File: config.mk
export PLATFORM = sky130hd
export DESIGN_NAME = osc_trim_search
export DESIGN_NICKNAME = d
export VERILOG_FILES = /design/src/rtl/trim_pkg.sv /design/src/rtl/trim_ref_sync.sv /design/src/rtl/trim_pulse_meter.sv /design/src/rtl/trim_search_fsm.sv /design/src/rtl/osc_trim_search.sv
export SDC_FILE = /design/constraint.sdc
export NUM_CORES = 1
export LEC_CHECK = 0
export ABC_AREA = 1
export BUFFER_PORTS_ARGS = -buffer_cell sky130_fd_sc_hd__buf_2
export CORE_ASPECT_RATIO = 2
export CORE_UTILIZATION = 44
export DETAILED_ROUTE_END_ITERATION = 8
export SYNTH_ARGS = -nofsm -noshare
export SYNTH_HDL_FRONTEND = slang
export SYNTH_SLANG_ARGS = --single-unit
File: constraint.sdc
create_clock -name clk_i -period 4.75 [get_ports clk_i]
set_clock_uncertainty 0.1 [all_clocks]
set_input_delay 0.2375 -clock clk_i [delete_from_list [all_inputs] [get_ports clk_i]]
set_output_delay 0.2375 -clock clk_i [all_outputs]
set_load 0.01 [all_outputs]
File: src/rtl/trim_pkg.sv
package trim_pkg;
  typedef enum logic [1:0] {
    M_IDLE,
    M_SKIP,
    M_WAIT,
    M_COUNT
  } meter_state_e;
endpackage

File: src/rtl/trim_ref_sync.sv
module trim_ref_sync #(
  parameter int STAGES = 2
) (
  input  logic clk_i,
  input  logic rst_ni,
  input  logic async_i,
  output logic level_o,
  output logic rise_o,
  output logic fall_o
);
  logic [STAGES-1:0] chain_q;
  logic              prev_q;

  always_ff @(posedge clk_i or negedge rst_ni) begin
    if (!rst_ni) begin
      chain_q <= '0;
      prev_q  <= 1'b0;
    end else begin
      chain_q <= {chain_q[STAGES-2:0], async_i};
      prev_q  <= chain_q[STAGES-1];
    end
  end

  assign level_o = chain_q[STAGES-1];
  assign rise_o  = level_o & ~prev_q;
  assign fall_o  = ~level_o & prev_q;
endmodule

File: src/rtl/trim_pulse_meter.sv
module trim_pulse_meter
  import trim_pkg::*;
#(
  parameter int CNT_W = 12
) (
  input  logic             clk_i,
  input  logic             rst_ni,
  input  logic             arm_i,
  input  logic             level_i,
  input  logic             rise_i,
  input  logic             fall_i,
  output logic             valid_o,
  output logic [CNT_W-1:0] count_o
);
  localparam logic [CNT_W-1:0] CNT_MAX = '1;

  meter_state_e     state_q;
  logic [CNT_W-1:0] cnt_q;
  logic             valid_q;

  always_ff @(posedge clk_i or negedge rst_ni) begin
    if (!rst_ni) begin
      state_q <= M_IDLE;
      cnt_q   <= '0;
      valid_q <= 1'b0;
    end else begin
      valid_q <= 1'b0;
      unique case (state_q)
        M_IDLE:  if (arm_i) state_q <= M_SKIP;
        // settling period: let one rising edge pass
        M_SKIP:  if (rise_i) state_q <= M_WAIT;
        M_WAIT: begin
          if (rise_i) begin
            cnt_q   <= CNT_W'(1);
            state_q <= M_COUNT;
          end
        end
        M_COUNT: begin
          if (fall_i) begin
            valid_q <= 1'b1;
            state_q <= M_IDLE;
          end else if (level_i && cnt_q != CNT_MAX) begin
            cnt_q <= cnt_q + CNT_W'(1);
          end
        end
        default: state_q <= M_IDLE;
      endcase
    end
  end

  assign valid_o = valid_q;
  assign count_o = cnt_q;

  a_r9_no_wrap: assert property (@(posedge clk_i) disable iff (!rst_ni)
    (state_q == M_COUNT && level_i && cnt_q == CNT_MAX) |=> (cnt_q == CNT_MAX));

  a_r3_valid_single: assert property (@(posedge clk_i) disable iff (!rst_ni)
    valid_o |=> !valid_o);
endmodule

File: src/rtl/trim_search_fsm.sv
module trim_search_fsm #(
  parameter int TRIM_W   = 8,
  parameter int CMP_W    = 10,
  parameter int EXPECTED = 500,
  parameter int STEPS    = TRIM_W
) (
  input  logic              clk_i,
  input  logic              rst_ni,
  input  logic              start_i,
  input  logic              meas_valid_i,
  input  logic [CMP_W-1:0]  meas_scaled_i,
  output logic              arm_o,
  output logic [TRIM_W-1:0] trim_o,
  output logic              busy_o,
  output logic              done_o,
  output logic              store_o
);
  localparam int                N_W   = $clog2(STEPS + 1) + 1;
  localparam logic [TRIM_W-1:0] MID_V = TRIM_W'(1) << (TRIM_W - 1);
  localparam logic [CMP_W-1:0]  EXP_V = CMP_W'(EXPECTED);
  localparam logic [N_W-1:0]    LAST  = N_W'(STEPS);

  logic [TRIM_W-1:0] trim_q, step, trim_next;
  logic [TRIM_W:0]   up_sum;
  logic [N_W-1:0]    n_q;
  logic              busy_q, done_q, store_q, arm_q;
  logic              too_slow, match;

  always_comb begin
    step     = MID_V >> n_q;
    too_slow = meas_scaled_i < EXP_V;
    match    = meas_scaled_i == EXP_V;
    up_sum   = {1'b0, trim_q} + {1'b0, step};
    if (too_slow)         trim_next = (trim_q < step) ? '0 : trim_q - step;
    else if (up_sum[TRIM_W]) trim_next = '1;
    else                  trim_next = up_sum[TRIM_W-1:0];
  end

  always_ff @(posedge clk_i or negedge rst_ni) begin
    if (!rst_ni) begin
      trim_q  <= MID_V;
      n_q     <= '0;
      busy_q  <= 1'b0;
      done_q  <= 1'b0;
      store_q <= 1'b0;
      arm_q   <= 1'b0;
    end else begin
      store_q <= 1'b0;
      arm_q   <= 1'b0;
      if (!busy_q) begin
        if (start_i) begin
          trim_q <= MID_V;
          n_q    <= N_W'(1);
          busy_q <= 1'b1;
          done_q <= 1'b0;
          arm_q  <= 1'b1;
        end
      end else if (meas_valid_i) begin
        if (match || n_q == LAST) begin
          busy_q  <= 1'b0;
          done_q  <= 1'b1;
          store_q <= 1'b1;
        end else begin
          n_q   <= n_q + N_W'(1);
          arm_q <= 1'b1;
        end
        if (!match) trim_q <= trim_next;
      end
    end
  end

  assign trim_o  = trim_q;
  assign busy_o  = busy_q;
  assign done_o  = done_q;
  assign store_o = store_q;
  assign arm_o   = arm_q;

  a_r2_load_mid: assert property (@(posedge clk_i) disable iff (!rst_ni)
    (start_i && !busy_o) |=> (busy_o && !done_o && trim_o == MID_V));

  a_r7_store_pulse: assert property (@(posedge clk_i) disable iff (!rst_ni)
    store_o |=> !store_o);

  a_r7_store_idle: assert property (@(posedge clk_i) disable iff (!rst_ni)
    store_o |-> (!busy_o && done_o));

  a_r8_hold_busy: assert property (@(posedge clk_i) disable iff (!rst_ni)
    (busy_o && !meas_valid_i) |=> (busy_o && $stable(trim_o)));
endmodule

File: src/rtl/osc_trim_search.sv
module osc_trim_search #(
  parameter int TRIM_W      = 8,
  parameter int CNT_W       = 12,
  parameter int SCALE_SHIFT = 2,
  parameter int EXPECTED    = 500,
  parameter int SYNC_STAGES = 2
) (
  input  logic              clk_i,
  input  logic              rst_ni,
  input  logic              start_i,
  input  logic              ref_i,
  output logic [TRIM_W-1:0] trim_o,
  output logic              busy_o,
  output logic              done_o,
  output logic              store_o
);
  localparam int CMP_W = CNT_W - SCALE_SHIFT;

  logic             level, rise, fall, arm, meas_valid;
  logic [CNT_W-1:0] count;
  logic [CMP_W-1:0] scaled;

  trim_ref_sync #(.STAGES(SYNC_STAGES)) i_sync (
    .clk_i   (clk_i),
    .rst_ni  (rst_ni),
    .async_i (ref_i),
    .level_o (level),
    .rise_o  (rise),
    .fall_o  (fall)
  );

  trim_pulse_meter #(.CNT_W(CNT_W)) i_meter (
    .clk_i   (clk_i),
    .rst_ni  (rst_ni),
    .arm_i   (arm),
    .level_i (level),
    .rise_i  (rise),
    .fall_i  (fall),
    .valid_o (meas_valid),
    .count_o (count)
  );

  assign scaled = count[CNT_W-1:SCALE_SHIFT];

  trim_search_fsm #(
    .TRIM_W   (TRIM_W),
    .CMP_W    (CMP_W),
    .EXPECTED (EXPECTED)
  ) i_fsm (
    .clk_i         (clk_i),
    .rst_ni        (rst_ni),
    .start_i       (start_i),
    .meas_valid_i  (meas_valid),
    .meas_scaled_i (scaled),
    .arm_o         (arm),
    .trim_o        (trim_o),
    .busy_o        (busy_o),
    .done_o        (done_o),
    .store_o       (store_o)
  );
endmodule

Yosys cells after proc, flatten, opt, wreduce, memory -nomap -nowiden
Index checks and enable logic that the tools add are counted.
Storage, ports and cells
  output and inout port bits: 11
  logic and storage cells: 83
  register bits: 35
Cells by class
  add/subtract/negate cells: 4
  shifts and indexed selects: 1
  magnitude comparators: 2
  reduce and logical (&&, ||, !) cells: 10
  eq/ne operators: 16
  mux-type cells: 35
  bitwise gates (word level): 4
Operator list (count)
  8-bit two-way mux: 7
  12-bit two-way mux: 3
  12-bit one-hot mux with 2 select lines: 1
  5-bit two-way mux: 4
  1-bit two-way mux: 15
  12-bit by 1-bit adder with 12-bit output (second input constant): 1
  12-bit != test (second input constant): 1
  2-bit != test (second input constant): 6
  10-bit by 9-bit == test with 1-bit output (second input constant): 1
  10-bit by 9-bit < comparator with 1-bit output (second input constant): 1
  8-bit by 8-bit adder with 9-bit output: 1
  3-bit AND reduction: 3
  8-bit < comparator: 1
  2-bit two-way mux: 4
  2-bit by 1-bit != test with 1-bit output (second input constant): 4
  2-bit one-hot mux with 4 select lines: 1
  4-bit AND reduction: 2
  8-bit by 5-bit right shift with 8-bit output (first input constant): 1
  8-bit subtractor: 1
  5-bit by 1-bit adder with 5-bit output (second input constant): 1
  5-bit by 4-bit == test with 1-bit output (second input constant): 1
  2-bit == test (second input constant): 2
  2-bit nonzero test: 2
  1-bit AND: 2
  other kinds (5): 6

Depth between registers and ports, before layout
  depth in word-level cells: 7
  depth in mapped cells: 17
  gate-level depth less buffers: 17

Cells and area by module
Synthesis repeated with hierarchy kept, for this count alone.
Second synthesis, totals
  cells, all modules: 434
  area, all modules: 2936.6 µm²
By module, submodules not included
  trim_search_fsm: sequential area each 426.7 µm², times used 1, area each 1820.5 µm², cells each 273
  trim_pulse_meter: sequential area each 375.4 µm², times used 1, area each 1026.0 µm², cells each 154
  trim_ref_sync: sequential area each 75.1 µm², times used 1, area each 90.1 µm², cells each 7

Worst setup path before layout
No wires, ideal clock.
  kind: reg-to-reg
  start: register i_fsm.n_q[0]
  end: register i_fsm.trim_q[2], in the netlist i_fsm.trim_o[2]
  buffers on the path: 0
  stages on the path, launching flop included: 16
  arrival: 2.044 ns
  required time: 4.528 ns
  setup time: 0.122 ns
  path slack: 2.483 ns
  clock period less this slack: 2.267 ns
  cell sequence: dfrtp_1 > inv_1 > nor3_1 > inv_1 > nor2_1 > ha_1 > inv_1 > fa_1 > nand3_1 > nand2_1 > nand2_1 > nand2_1 > nor2_1 > nor2_4 > o21ai_0 > o21ai_1
Between the ends
  longest elaborated chain between the ends: 7
  elaborated cells on any way between the ends: 10
  those cells by class: add/sub: 2; order compare: 1; shift: 1; mux: 6
Ends and longest elaborated chain
  start: declaration: RTL line trim_search_fsm.sv:25  | logic [N_W-1:0] n_q;
  start signal: assignment: RTL line trim_search_fsm.sv:64  | n_q <= n_q + N_W'(1);
  8-bit by 5-bit right shift with 8-bit output (*): RTL line trim_search_fsm.sv:30  | step = MID_V >> n_q;
  8-bit by 8-bit adder with 9-bit output (tied with other cells): RTL line trim_search_fsm.sv:33  | up_sum = {1'b0, trim_q} + {1'b0, step};
  8-bit two-way mux, on equally long branches: RTL line trim_search_fsm.sv:35, trim_search_fsm.sv:34
  8-bit two-way mux (*): RTL line trim_search_fsm.sv:34  | if (too_slow) trim_next = (trim_q < step) ? '0 : trim_q - step;
  8-bit two-way mux (*): RTL line trim_search_fsm.sv:67  | if (!match) trim_q <= trim_next;
  8-bit two-way mux (*): RTL line trim_search_fsm.sv:58  | end else if (meas_valid_i) begin
  8-bit two-way mux (*): RTL line trim_search_fsm.sv:50  | if (!busy_q) begin
  end signal: assignment: RTL line trim_search_fsm.sv:67
  end: declaration: RTL line trim_search_fsm.sv:23  | logic [TRIM_W-1:0] trim_q, step, trim_next;
Mark *: on every way between the ends. The rest lies on a longest branch, timed or not. The select of a mux whose other input is x is not followed.
A chain may end at the register's enable or synchronous reset.

Final worst setup path
  start: register i_fsm.n_q[0]
  end: register i_fsm.trim_q[3], in the netlist i_fsm.trim_o[3]
The elaborated chain is that of the path after synthesis.

==> run summary <==
Routed met2 length - 3989 um
pre-CTS setup slack - 2.091 ns
drt pass-1 iters - 4
PostCTS Resize Cnt - 0
top cell type's share of synthesized area - 29.97%
syn_area_per_cell - 7.224 sq um
top-count cell post-synth - nand2_1
largest net degree at the start of global routing - 36
CP Launch Type - flip-flop
Post-Layout Cell Count - 498
register area share after synthesis - 30.89%
Async S/R FF share, synth - 100.0%
CP Cell Sequence - inv_1 > nor3_1 > inv_1 > nor2_1 > ha_1 > inv_1 > fa_1 > nand3_1 > nand2_1 > nand2_1 > nand2_1 > nor2_1 > nor2_4 > o21ai_0 > o21ai_1
layout cells sized above 1 - 15.53%
YS warnings - 0
I/O pin total - 15
Post CTS Setup Buffer Count - 0
core area - 0.006259 sq mm
worst-margin pin slew - 0.8143 ns
Die ar. - 0.006797 sq mm
part of the cycle the worst path needs - 56.24%
DR vias - 2525
design area - 0.003189 sq mm
Post-synth EDFFs - 0
end-of-flow core utilization - 50.96%
setup violators final - 0
syn nets - 424
Crit Path Category - reg2reg
diode count - 0
Top Family by Delay on Critical Path - simple AND/OR/NAND/NOR gates
outcome - finished, final reports clean
setup TNS - 0 ns
Data arrival, critical path - 2.74 ns
Yosys cell types - 32
P per Cell Area - 612.2 mW/mm^2
Die W - 58.80 um
min-delay worst type - in2reg
Post-Synthesis Cell Area - 0.002839 sq mm
RSZ-0062 raised after global routing - false
Synth-to-Final Area Change - 12.34%
Clock Tree Root - clkbuf_16
drt drc - 0
clock-pin slew of the registers on the worst-case setup and hold paths - 0.06 ns
Area contributors post-synth - dfrtp_1 30%, nand2_1 13%, ha_1 11%
GRT Residual Overflow - 0
final WL - 6798 um
CP peak stage delay - 0.40 ns
final count of pins violating max slew - 0
# Max-Cap Violations - 0
clock buffer depth - 2
Worst Slack Setup Final - 2.079 ns
Worst Path Buf+Inv - 3
CTS tree - built
cts bufs inserted - 5
antenna-violating nets left - 0
Layout Nets - 442
final hold violations - 0
Mapped Cells - 393
FF+latch count, synth - 35
Slew HR - 45.71%
global-route usage over all layers - 22.11%
most common library cells after synthesis - 98 x nand2_1, 63 x inv_1, 36 x nor2_1
H-Tree Level Count - 2
Top FF cell, synth - dfrtp_1
first-pass GRT wire length - 11090 um
DP HPWL - 5439 um
vias in the first global route - 2567
Skew-Pair Late Insertion Delay - 0.28 ns
placer congestion estimate - 0.9273
WL/cell - 13.65 um
slowest CP cell - fa_1
top sig layer - met4
die height - 115.6 um
# rows - 41
Max VDD drop - 0.4167 mV
I/O Buffers - 14
placed cell count - 488
Crit. End Element - flip-flop
met3 routed WL - 177 um
cell taking the most area after synthesis - dfrtp_1
Pleak - 1.684 nW
initial antenna violation count - 0
Starting Density - 45.36%
drt via density - 5.070
WP data required - 4.82 ns
Peak Freq - 0.3744 GHz
Tmin final - 2.671 ns
metal1 wirelength - 2254 um
1st-iter DRT viols - 78
Worst Path Max Fanout - 7
DP Area - 0.002980 sq mm
clk sink count - 35
-- worst register-to-register path: stages (launching register included) --
cell and delay [ns]:
dfrtp_1 0.39, inv_1 0.11, nor3_1 0.19, inv_1 0.08
nor2_1 0.18, ha_1 0.20, inv_1 0.05, fa_1 0.40
nand3_1 0.09, nand2_1 0.14, nand2_1 0.11, nand2_1 0.05
nor2_1 0.17, nor2_4 0.08, o21ai_0 0.12, o21ai_1 0.08
-- layout make-up --
cell class / instances / area [sq um]
tap: 86 / 107.6
inverter: 66 / 247.7
fill: 663 / 3069
clock inverter: 2 / 60.06
clock buffer: 6 / 128.9
timing repair buffer: 17 / 97.59
sequential: 35 / 877.1
multi-input combinational: 286 / 1670
-- placed cells by master (no fill, tap or decap), types with 5 or more instances in the layout --
cell type	count
nand3_1	24
inv_1	63
ha_1	25
o21ai_2	12
nor2_1	36
dfrtp_1	34
nand4_1	5
nor3_1	6
o21ai_0	10
o21ai_1	8
buf_2	14
clkbuf_16	5
xor2_1	11
a21oi_1	17
nand2_2	13
nand2_1	98
-- kinds of logic (layout without fill, tap and decap cells) --
group / count (synthesis) / after routing / share of synthesized area [%]
flops: 35 / 35 / 30.89
buf+inv: 72 / 91 / 10.27
fa+ha+maj: 27 / 27 / 12.43
compound gates: 50 / 50 / 10.80
xor+xnor: 13 / 13 / 4.011
simple gates: 196 / 196 / 31.60
-- layer usage --
layer	track usage, %	vias to the layer above
li1	-	1262
met1	19.35	1177
met2	43.48	60
met3	3.571	26
met4	14.29	0
met5	0	-
-- through the flow --
stage	power, mW	hold slack [ns]
finish	1.952	0.1061
global route	2.120	0.1217
CTS	1.965	0.1047
detailed placement	1.526	0.2372
global placement	1.510	0.2463
floorplan	1.270	-0.1581
-- registers in the layout, indices dropped and copies added, names as in the netlist --
signal and count:
i_fsm.n_q 5, i_sync.chain_q 2, i_fsm.busy_o 1, i_fsm.trim_o 8
i_fsm.arm_o 1, i_meter.count_o 12, i_meter.state_q 2, i_fsm.store_o 1
i_meter.valid_o 1, i_fsm.done_o 1, i_sync.prev_q 1
-- power by group --
part           switching, mW  internal, mW
combinational          0.716         0.357
sequential            0.0795         0.371
clock                  0.128         0.301
-- path summary, 6_finish.rpt --
kind / startpoint / end / slack, ns / cells past startpoint
setup / recovery: i_fsm.n_q[0]$_DFFE_PN0P_ / i_fsm.trim_o[3]$_DFFE_PN0P_ / 2.08 / 15
hold / removal: start_i / i_fsm.busy_o$_DFF_PN0_ / 0.11 / 3
setup reg to reg: i_fsm.n_q[0]$_DFFE_PN0P_ / i_fsm.trim_o[3]$_DFFE_PN0P_ / 2.08 / 15
hold reg to reg: i_sync.chain_q[0]$_DFF_PN0_ / i_sync.chain_q[1]$_DFF_PN0_ / 0.25 / 0
max in group asynchronous: rst_ni / i_meter.count_o[9]$_DFFE_PN0P_ / 3.54 / 2
min in group asynchronous: rst_ni / i_fsm.busy_o$_DFF_PN0_ / 0.49 / 2
-- repair_timing --
action,CTS,global route
hold buffers,2,0
hold endpoints to repair,26,0
endpoints found under the setup margin,0,0
Power figures use the tool's default switching activity.
